`src/rtl/cca_pkg.sv`:
```
package cca_pkg;

    typedef enum logic [1:0] {
        ST_IDLE  = 2'd0,
        ST_COUNT = 2'd1,
        ST_SETF  = 2'd2
    } cca_state_e;

    // control strobes from controller to datapath
    typedef struct packed {
        logic clr;    // zero counter, clear completion flag
        logic inc;    // step counter
        logic e_upd;  // load flag_e from steering bit
        logic f_set;  // raise completion flag
    } cca_ctl_t;

endpackage

```
`src/rtl/cca_ctrl.sv`:
```
module cca_ctrl
    import cca_pkg::*;
#(
    parameter int CNT_W = 4
) (
    input  logic             clk,
    input  logic             rst,
    input  logic             start,
    input  logic [CNT_W-1:0] count,
    output cca_state_e       state,
    output cca_ctl_t         ctl,
    output logic             busy
);
    localparam int HI_BIT = CNT_W - 1;
    localparam int LO_BIT = CNT_W - 2;

    typedef struct packed {
        cca_state_e st;
    } ctrl_reg_t;

    ctrl_reg_t r_q, r_d;
    logic      stop_hit;

    assign stop_hit = count[HI_BIT] & count[LO_BIT];

    always_comb begin
        r_d       = r_q;
        ctl       = '0;
        unique case (r_q.st)
            ST_IDLE: begin
                if (start) begin
                    ctl.clr = 1'b1;
                    r_d.st  = ST_COUNT;
                end
            end
            ST_COUNT: begin
                ctl.inc   = 1'b1;
                ctl.e_upd = 1'b1;
                if (stop_hit) begin
                    r_d.st = ST_SETF;
                end
            end
            ST_SETF: begin
                ctl.f_set = 1'b1;
                r_d.st    = ST_IDLE;
            end
            default: begin
                r_d.st = ST_IDLE;
            end
        endcase
    end

    always_ff @(posedge clk) begin
        if (rst) begin
            r_q.st <= ST_IDLE;
        end else begin
            r_q <= r_d;
        end
    end

    assign state = r_q.st;
    assign busy  = (r_q.st != ST_IDLE);

endmodule

```
`src/rtl/cca_counter.sv`:
```
module cca_counter
    import cca_pkg::*;
#(
    parameter int CNT_W = 4
) (
    input  logic             clk,
    input  logic             rst,
    input  cca_ctl_t         ctl,
    output logic [CNT_W-1:0] count
);
    typedef struct packed {
        logic [CNT_W-1:0] val;
    } cnt_reg_t;

    cnt_reg_t c_q, c_d;

    always_comb begin
        c_d = c_q;
        if (ctl.clr) begin
            c_d.val = '0;
        end else if (ctl.inc) begin
            c_d.val = c_q.val + CNT_W'(1);
        end
    end

    always_ff @(posedge clk) begin
        if (rst) begin
            c_q.val <= '0;
        end else begin
            c_q <= c_d;
        end
    end

    assign count = c_q.val;

endmodule

```
`src/rtl/cca_flags.sv`:
```
module cca_flags
    import cca_pkg::*;
#(
    parameter int CNT_W = 4
) (
    input  logic             clk,
    input  logic             rst,
    input  cca_ctl_t         ctl,
    input  logic [CNT_W-1:0] count,
    output logic             flag_e,
    output logic             flag_f
);
    localparam int LO_BIT = CNT_W - 2;

    typedef struct packed {
        logic e;
        logic f;
    } flag_reg_t;

    flag_reg_t f_q, f_d;

    always_comb begin
        f_d = f_q;
        if (ctl.clr) begin
            f_d.f = 1'b0;
        end
        if (ctl.e_upd) begin
            f_d.e = count[LO_BIT];
        end
        if (ctl.f_set) begin
            f_d.f = 1'b1;
        end
    end

    always_ff @(posedge clk) begin
        if (rst) begin
            f_q <= '0;
        end else begin
            f_q <= f_d;
        end
    end

    assign flag_e = f_q.e;
    assign flag_f = f_q.f;

endmodule

```
`src/rtl/cond_count_asm.sv`:
```
module cond_count_asm
    import cca_pkg::*;
#(
    parameter int CNT_W = 4
) (
    input  logic             clk,
    input  logic             rst,
    input  logic             start,
    output logic [CNT_W-1:0] count,
    output logic             flag_e,
    output logic             flag_f,
    output logic             busy
);
    cca_ctl_t   ctl_w;
    cca_state_e state_w;

    cca_ctrl #(.CNT_W(CNT_W)) u_ctrl (
        .clk   (clk),
        .rst   (rst),
        .start (start),
        .count (count),
        .state (state_w),
        .ctl   (ctl_w),
        .busy  (busy)
    );

    cca_counter #(.CNT_W(CNT_W)) u_counter (
        .clk   (clk),
        .rst   (rst),
        .ctl   (ctl_w),
        .count (count)
    );

    cca_flags #(.CNT_W(CNT_W)) u_flags (
        .clk    (clk),
        .rst    (rst),
        .ctl    (ctl_w),
        .count  (count),
        .flag_e (flag_e),
        .flag_f (flag_f)
    );

endmodule

```
`config.mk`:
```
export PLATFORM = sky130hd
export DESIGN_NAME = cond_count_asm
export DESIGN_NICKNAME = d
export VERILOG_FILES = /design/src/rtl/cca_pkg.sv /design/src/rtl/cca_ctrl.sv /design/src/rtl/cca_counter.sv /design/src/rtl/cca_flags.sv /design/src/rtl/cond_count_asm.sv
export SDC_FILE = /design/constraint.sdc
export NUM_CORES = 1
export LEC_CHECK = 0
export ABC_AREA = 1
export BUFFER_PORTS_ARGS = -buffer_cell sky130_fd_sc_hd__buf_4
export CAP_MARGIN = 20
export CELL_PAD_IN_SITES_DETAIL_PLACEMENT = 1
export CELL_PAD_IN_SITES_GLOBAL_PLACEMENT = 1
export CORE_AREA = 2 2 39 41
export CTS_CLUSTER_SIZE = 24
export DETAILED_ROUTE_END_ITERATION = 6
export DIE_AREA = 0 0 41 43
export GPL_ROUTABILITY_DRIVEN = 1
export HOLD_SLACK_MARGIN = 0.1
export PLACE_DENSITY = 0.7
export RECOVER_POWER = 100
export SYNTH_ARGS = -nofsm -noshare
export SYNTH_HDL_FRONTEND = slang
export SYNTH_SLANG_ARGS = --single-unit
export TNS_END_PERCENT = 100
```
`constraint.sdc`:
```
create_clock -name clk -period 0.86 [get_ports clk]
set_input_delay 0.043 -clock clk [delete_from_list [all_inputs] [get_ports clk]]
set_output_delay 0.043 -clock clk [all_outputs]
set_load 0.05 [all_outputs]
```
# After elaboration in Yosys (flattened, before gate mapping)
# Index checks and enable logic that the tools add are counted.
[word_totals]
out_inout_bits = 7
regBits = 8
[classes]
n_addsub = 1
n_mux = 9
n_eq_ne = 4
n_bitwise = 1
n_reduce_logical = 5
[op_table]
columns = ["op", "n"]
rows = [
  ["$mux 2", 3],
  ["$mux 1", 5],
  ["$add 4x1->4 const B", 1],
  ["$pmux 2 s2", 1],
  ["$reduce_bool 2->1", 2],
  ["$eq 2x1->1 const B", 1],
  ["$eq 2x2->1 const B", 1],
  ["$logic_not 2->1", 1],
  ["$ne 2x1->1 const B", 1],
  ["$ne 2x2->1 const B", 1],
  ["$reduce_and 2->1", 1],
  ["$reduce_or 2->1", 1],
  ["$and 1x1->1", 1],
]

# Logic depth before layout (Yosys ltp)
[logic_depth]
ltp_word = 4
ltp_mapped = 6

# Hierarchy
# From an unflattened synthesis, not the netlist that was laid out.
[unflattened]
hier_cells = 51
area_unflattened_um2 = 361.6
[modules_own_cells]
columns = ["module", "seq_area_each_um2", "area_per_inst_um2", "cells_each", "instances"]
rows = [
  ["cca_counter", 80.1, 168.9, 22, 1],
  ["cca_ctrl", 40.0, 116.4, 19, 1],
  ["cca_flags", 40.0, 76.3, 10, 1],
]

# Worst setup path before layout
# OpenSTA, ideal clock, no wires.
[synth_timing]
path_type = "register -> register"
startpoint = "register u_counter.c_q, in the netlist u_counter.count[0]"
endpoint = "register u_counter.c_q, in the netlist u_counter.count[3]"
required_time_ps = 745
path_slack_ps = -342
synth_period_minus_slack_ps = 1202
stages_incl_launch_ff = 6
arrival_time_ps = 1087
path_cell_list = "dfxtp_1 nand3_1 nor2_1 nand2_1 nand2_1 nor2_2"
[synth_via]
elab_chain_cells = 1
[synth_lines]
columns = ["item", "line", "source"]
rows = [
  ["from (decl)", "cca_counter.sv:15", "cnt_reg_t c_q, c_d;"],
  ["$add 4x1->4", "cca_counter.sv:22", "c_d.val = c_q.val + CNT_W'(1);"],
]
# Every way passes these cells.
# A chain may end at the register's enable or synchronous reset.

# Worst setup path after layout
[layout_timing]
startpoint = "register u_ctrl.r_q, in the netlist u_ctrl.state[0]"
endpoint = "output port busy"
[layout_via]
elab_chain_cells = 1
[layout_lines]
columns = ["item", "line", "source"]
rows = [
  ["from (decl)", "cca_ctrl.sv:21", "ctrl_reg_t r_q, r_d;"],
  ["from (signal assigned)", "cca_ctrl.sv:57", "r_q <= r_d;"],
  ["$reduce_bool 2->1", "cca_ctrl.sv:62", "assign busy = (r_q.st != ST_IDLE);"],
  ["to (decl)", "cond_count_asm.sv:12", "output logic busy"],
]
# Every way passes these cells.

==> impl_metrics.yaml <==
run_status:
  status: "finished with violations"
  violations: "negative setup slack"
synth:
  yosys_warnings: 0
  avgSynthCellArea_um2: 7.92
  synth_seq_cells: 8
  syn-cell-area_um2: 364
  netlist_instances: 46
  ys_types: 17
  synthesis.nets: 50
  yosysSeqAreaShare: 0.440
layout:
  fill_cells: 164
  diodes: 0
  layout.nets: 77
  fin_cells: 87
  areaGrowthSynthToFinish_pct: 98.6
  drive_gt1_frac: 0.732
place:
  place_inst: 76
  port_buffers: 9
  place_hpwl_um: 663
  place_congestion: 0.741
global_route:
  grt_max_degree: 7
  grt_pass1_wl_mm: 1.68
  antenna_found_initial: 0
  grt_usage: 0.157
  grt-ovfl-total: 0
  grt_pass1_vias: 394
pwr:
  p_leak_nw: 0.309
  p_total_uw: 916
  peakVddDrop_mv: 0.612
  power_density_nw_per_um2: 1270
clock_tree:
  cts-buffers-inserted: 3
  clock_path_buffers: 2
  clk_transition_reported_paths_ns: 0.06
  clockRootBuffer: "clkbuf_4"
  clkLatencyLatePin_ns: 0.26
  cts_max_level: 1
  tritoncts: "done"
  cts_sinks: 8
floorplan:
  initial_core_util: 0.263
  rows: 14
  coreArea_um2: 1380
  die-area_um2: 1760
  die_x_um: 41
  pin_count: 10
  die_h_um: 43
timing:
  finalMaxSlewViolations: 0
  setup-violations-final: 9
  setup_slack_ns: -0.152
  clock_skew_ns: 0.0114
  post-route-period-util: 1.18
  relSlewSlack: 0.867
  finalHoldViolCount: 0
  period_minus_slack_ns: 1.01
  hold_slack_ns: 0.123
  tightest_slew_ns: 0.199
  max_freq_ghz: 0.988
  rsz0062_at_grt: "true"
min_path:
  min_path_cells: 4
  hold_path_class: "in2reg"
drt:
  drc: 0
  dr.pass1.iters: 4
  vias: 385
  viasPerCell: 4.43
  ant_nets: 0
  wirelength_mm: 1.18
  wl_per_cell_um: 13.6
  drtIter0Drc: 3
job:
  maxCapViolCount: 0
setup_path:
  crit_fanout: 4
  endpoint_kind: "output port"
  critPathLaunchType: "flip-flop"
  crit_type: "reg2out"
  arrival_ns: 0.97
  worstPathRequired_ns: 0.82
  r2r_cells: 5
==> final cells by class <==
| class | instances | area [um2] | share of cell area |
|---|---|---|---|
| multi-input combinational | 31 | 236 | 0.327 |
| timing repair buffer | 22 | 226 | 0.313 |
| sequential | 8 | 181 | 0.251 |
| inverter | 7 | 36.3 | 0.0502 |
| clock buffer | 3 | 22.5 | 0.0311 |
| tap | 16 | 20.0 | 0.0277 |
==> routing by layer <==
layer | GRT usage | share of wire
met5 | 0 | 0
met4 | 0.0800 | 0.016
met3 | 0.0942 | 0.045
met2 | 0.250 | 0.55
met1 | 0.148 | 0.39
==> power by group <==
group | switching, mW | internal, mW | leakage (nW)
clock | 0.140 | 0.161 | 0.0138
combinational | 0.123 | 0.108 | 0.225
sequential | 0.0145 | 0.371 | 0.0696
==> timing repair <==
action,CTS,global route
hold buffers,2,0
pin swaps,5,2
hold endpoints to repair,2,0
buffers inserted,4,2
gates resized for setup,17,19
endpoints found under the setup margin,10,14
==> kinds of logic (layout without fill, tap and decap cells) <==
group                    count (synthesis)  in the layout  share of synthesized area
buffers and inverters                    7             32                     0.0756
AO/OA/AOI/OAI                            4              4                     0.0550
adder cells (fa/ha/maj)                  1              1                     0.0344
AND/OR/NAND/NOR                         26             26                      0.395
flip-flops                               8              8                      0.440
==> per-stage QoR <==
| stage | instance area [um2] | worst slack (ns) | TNS (ns) | util |
|---|---|---|---|---|
| final | 723 | -0.152 | -0.936 | 0.523 |
| after global routing | 723 | -0.196 | -1.39 | 0.523 |
| after CTS | 641 | -0.137 | -1.00 | 0.463 |
| after detailed placement | 512 | -0.0874 | -0.374 | 0.370 |
| after global placement | 512 | -0.0718 | -0.224 | 0.370 |
| after floorplan | 387 | -0.0513 | -0.141 | - |
==> cells in the mapped netlist, drive strengths merged <==
master | count | share of area
nand2 | 12 | 0.15
nor2 | 9 | 0.12
dfxtp | 8 | 0.44
inv | 6 | 0.062
nand3 | 3 | 0.055
a21oi | 2 | 0.027
o21ai | 2 | 0.027
clkinv | 1 | 0.014
ha | 1 | 0.034
nor3b | 1 | 0.034
nor4 | 1 | 0.034
==> flip-flops by register name, indices dropped and copies added (netlist names) <==
name and flops:
u_counter.count 4, u_ctrl.state 2, u_flags.flag_e 1, u_flags.flag_f 1
==> placed cells by master (no fill, tap or decap), types with 2 or more instances in the layout <==
cell type,netlist,layout
buf_8,0,3
nand2_4,1,2
buf_6,0,9
clkbuf_4,0,3
nor2_1,7,5
inv_4,0,2
nor2_2,1,2
o21ai_2,0,2
dfxtp_2,0,2
dlygate4sd3_1,0,2
buf_4,0,8
nand2_2,1,5
inv_1,3,3
nand2_1,10,5
dfxtp_4,0,5
nor2_4,1,2
==> critical path, cell delays in order, from the launching register on <==
cell and delay, ns:
dfxtp_2 0.35, inv_4 0.06, buf_6 0.11, nand2_4 0.05, buf_8 0.13
==> worst paths after layout <==
| kind | start | end | slack [ns] |
|---|---|---|---|
| max | u_ctrl.state[0] | busy | -0.15 |
| min | start | u_counter.count[1] | 0.12 |
| max reg2reg | u_ctrl.state[1] | u_flags.flag_e | -0.14 |
| min reg2reg | u_flags.flag_f | u_flags.flag_f | 0.47 |
Note: power is estimated with default switching activity, not from simulation.
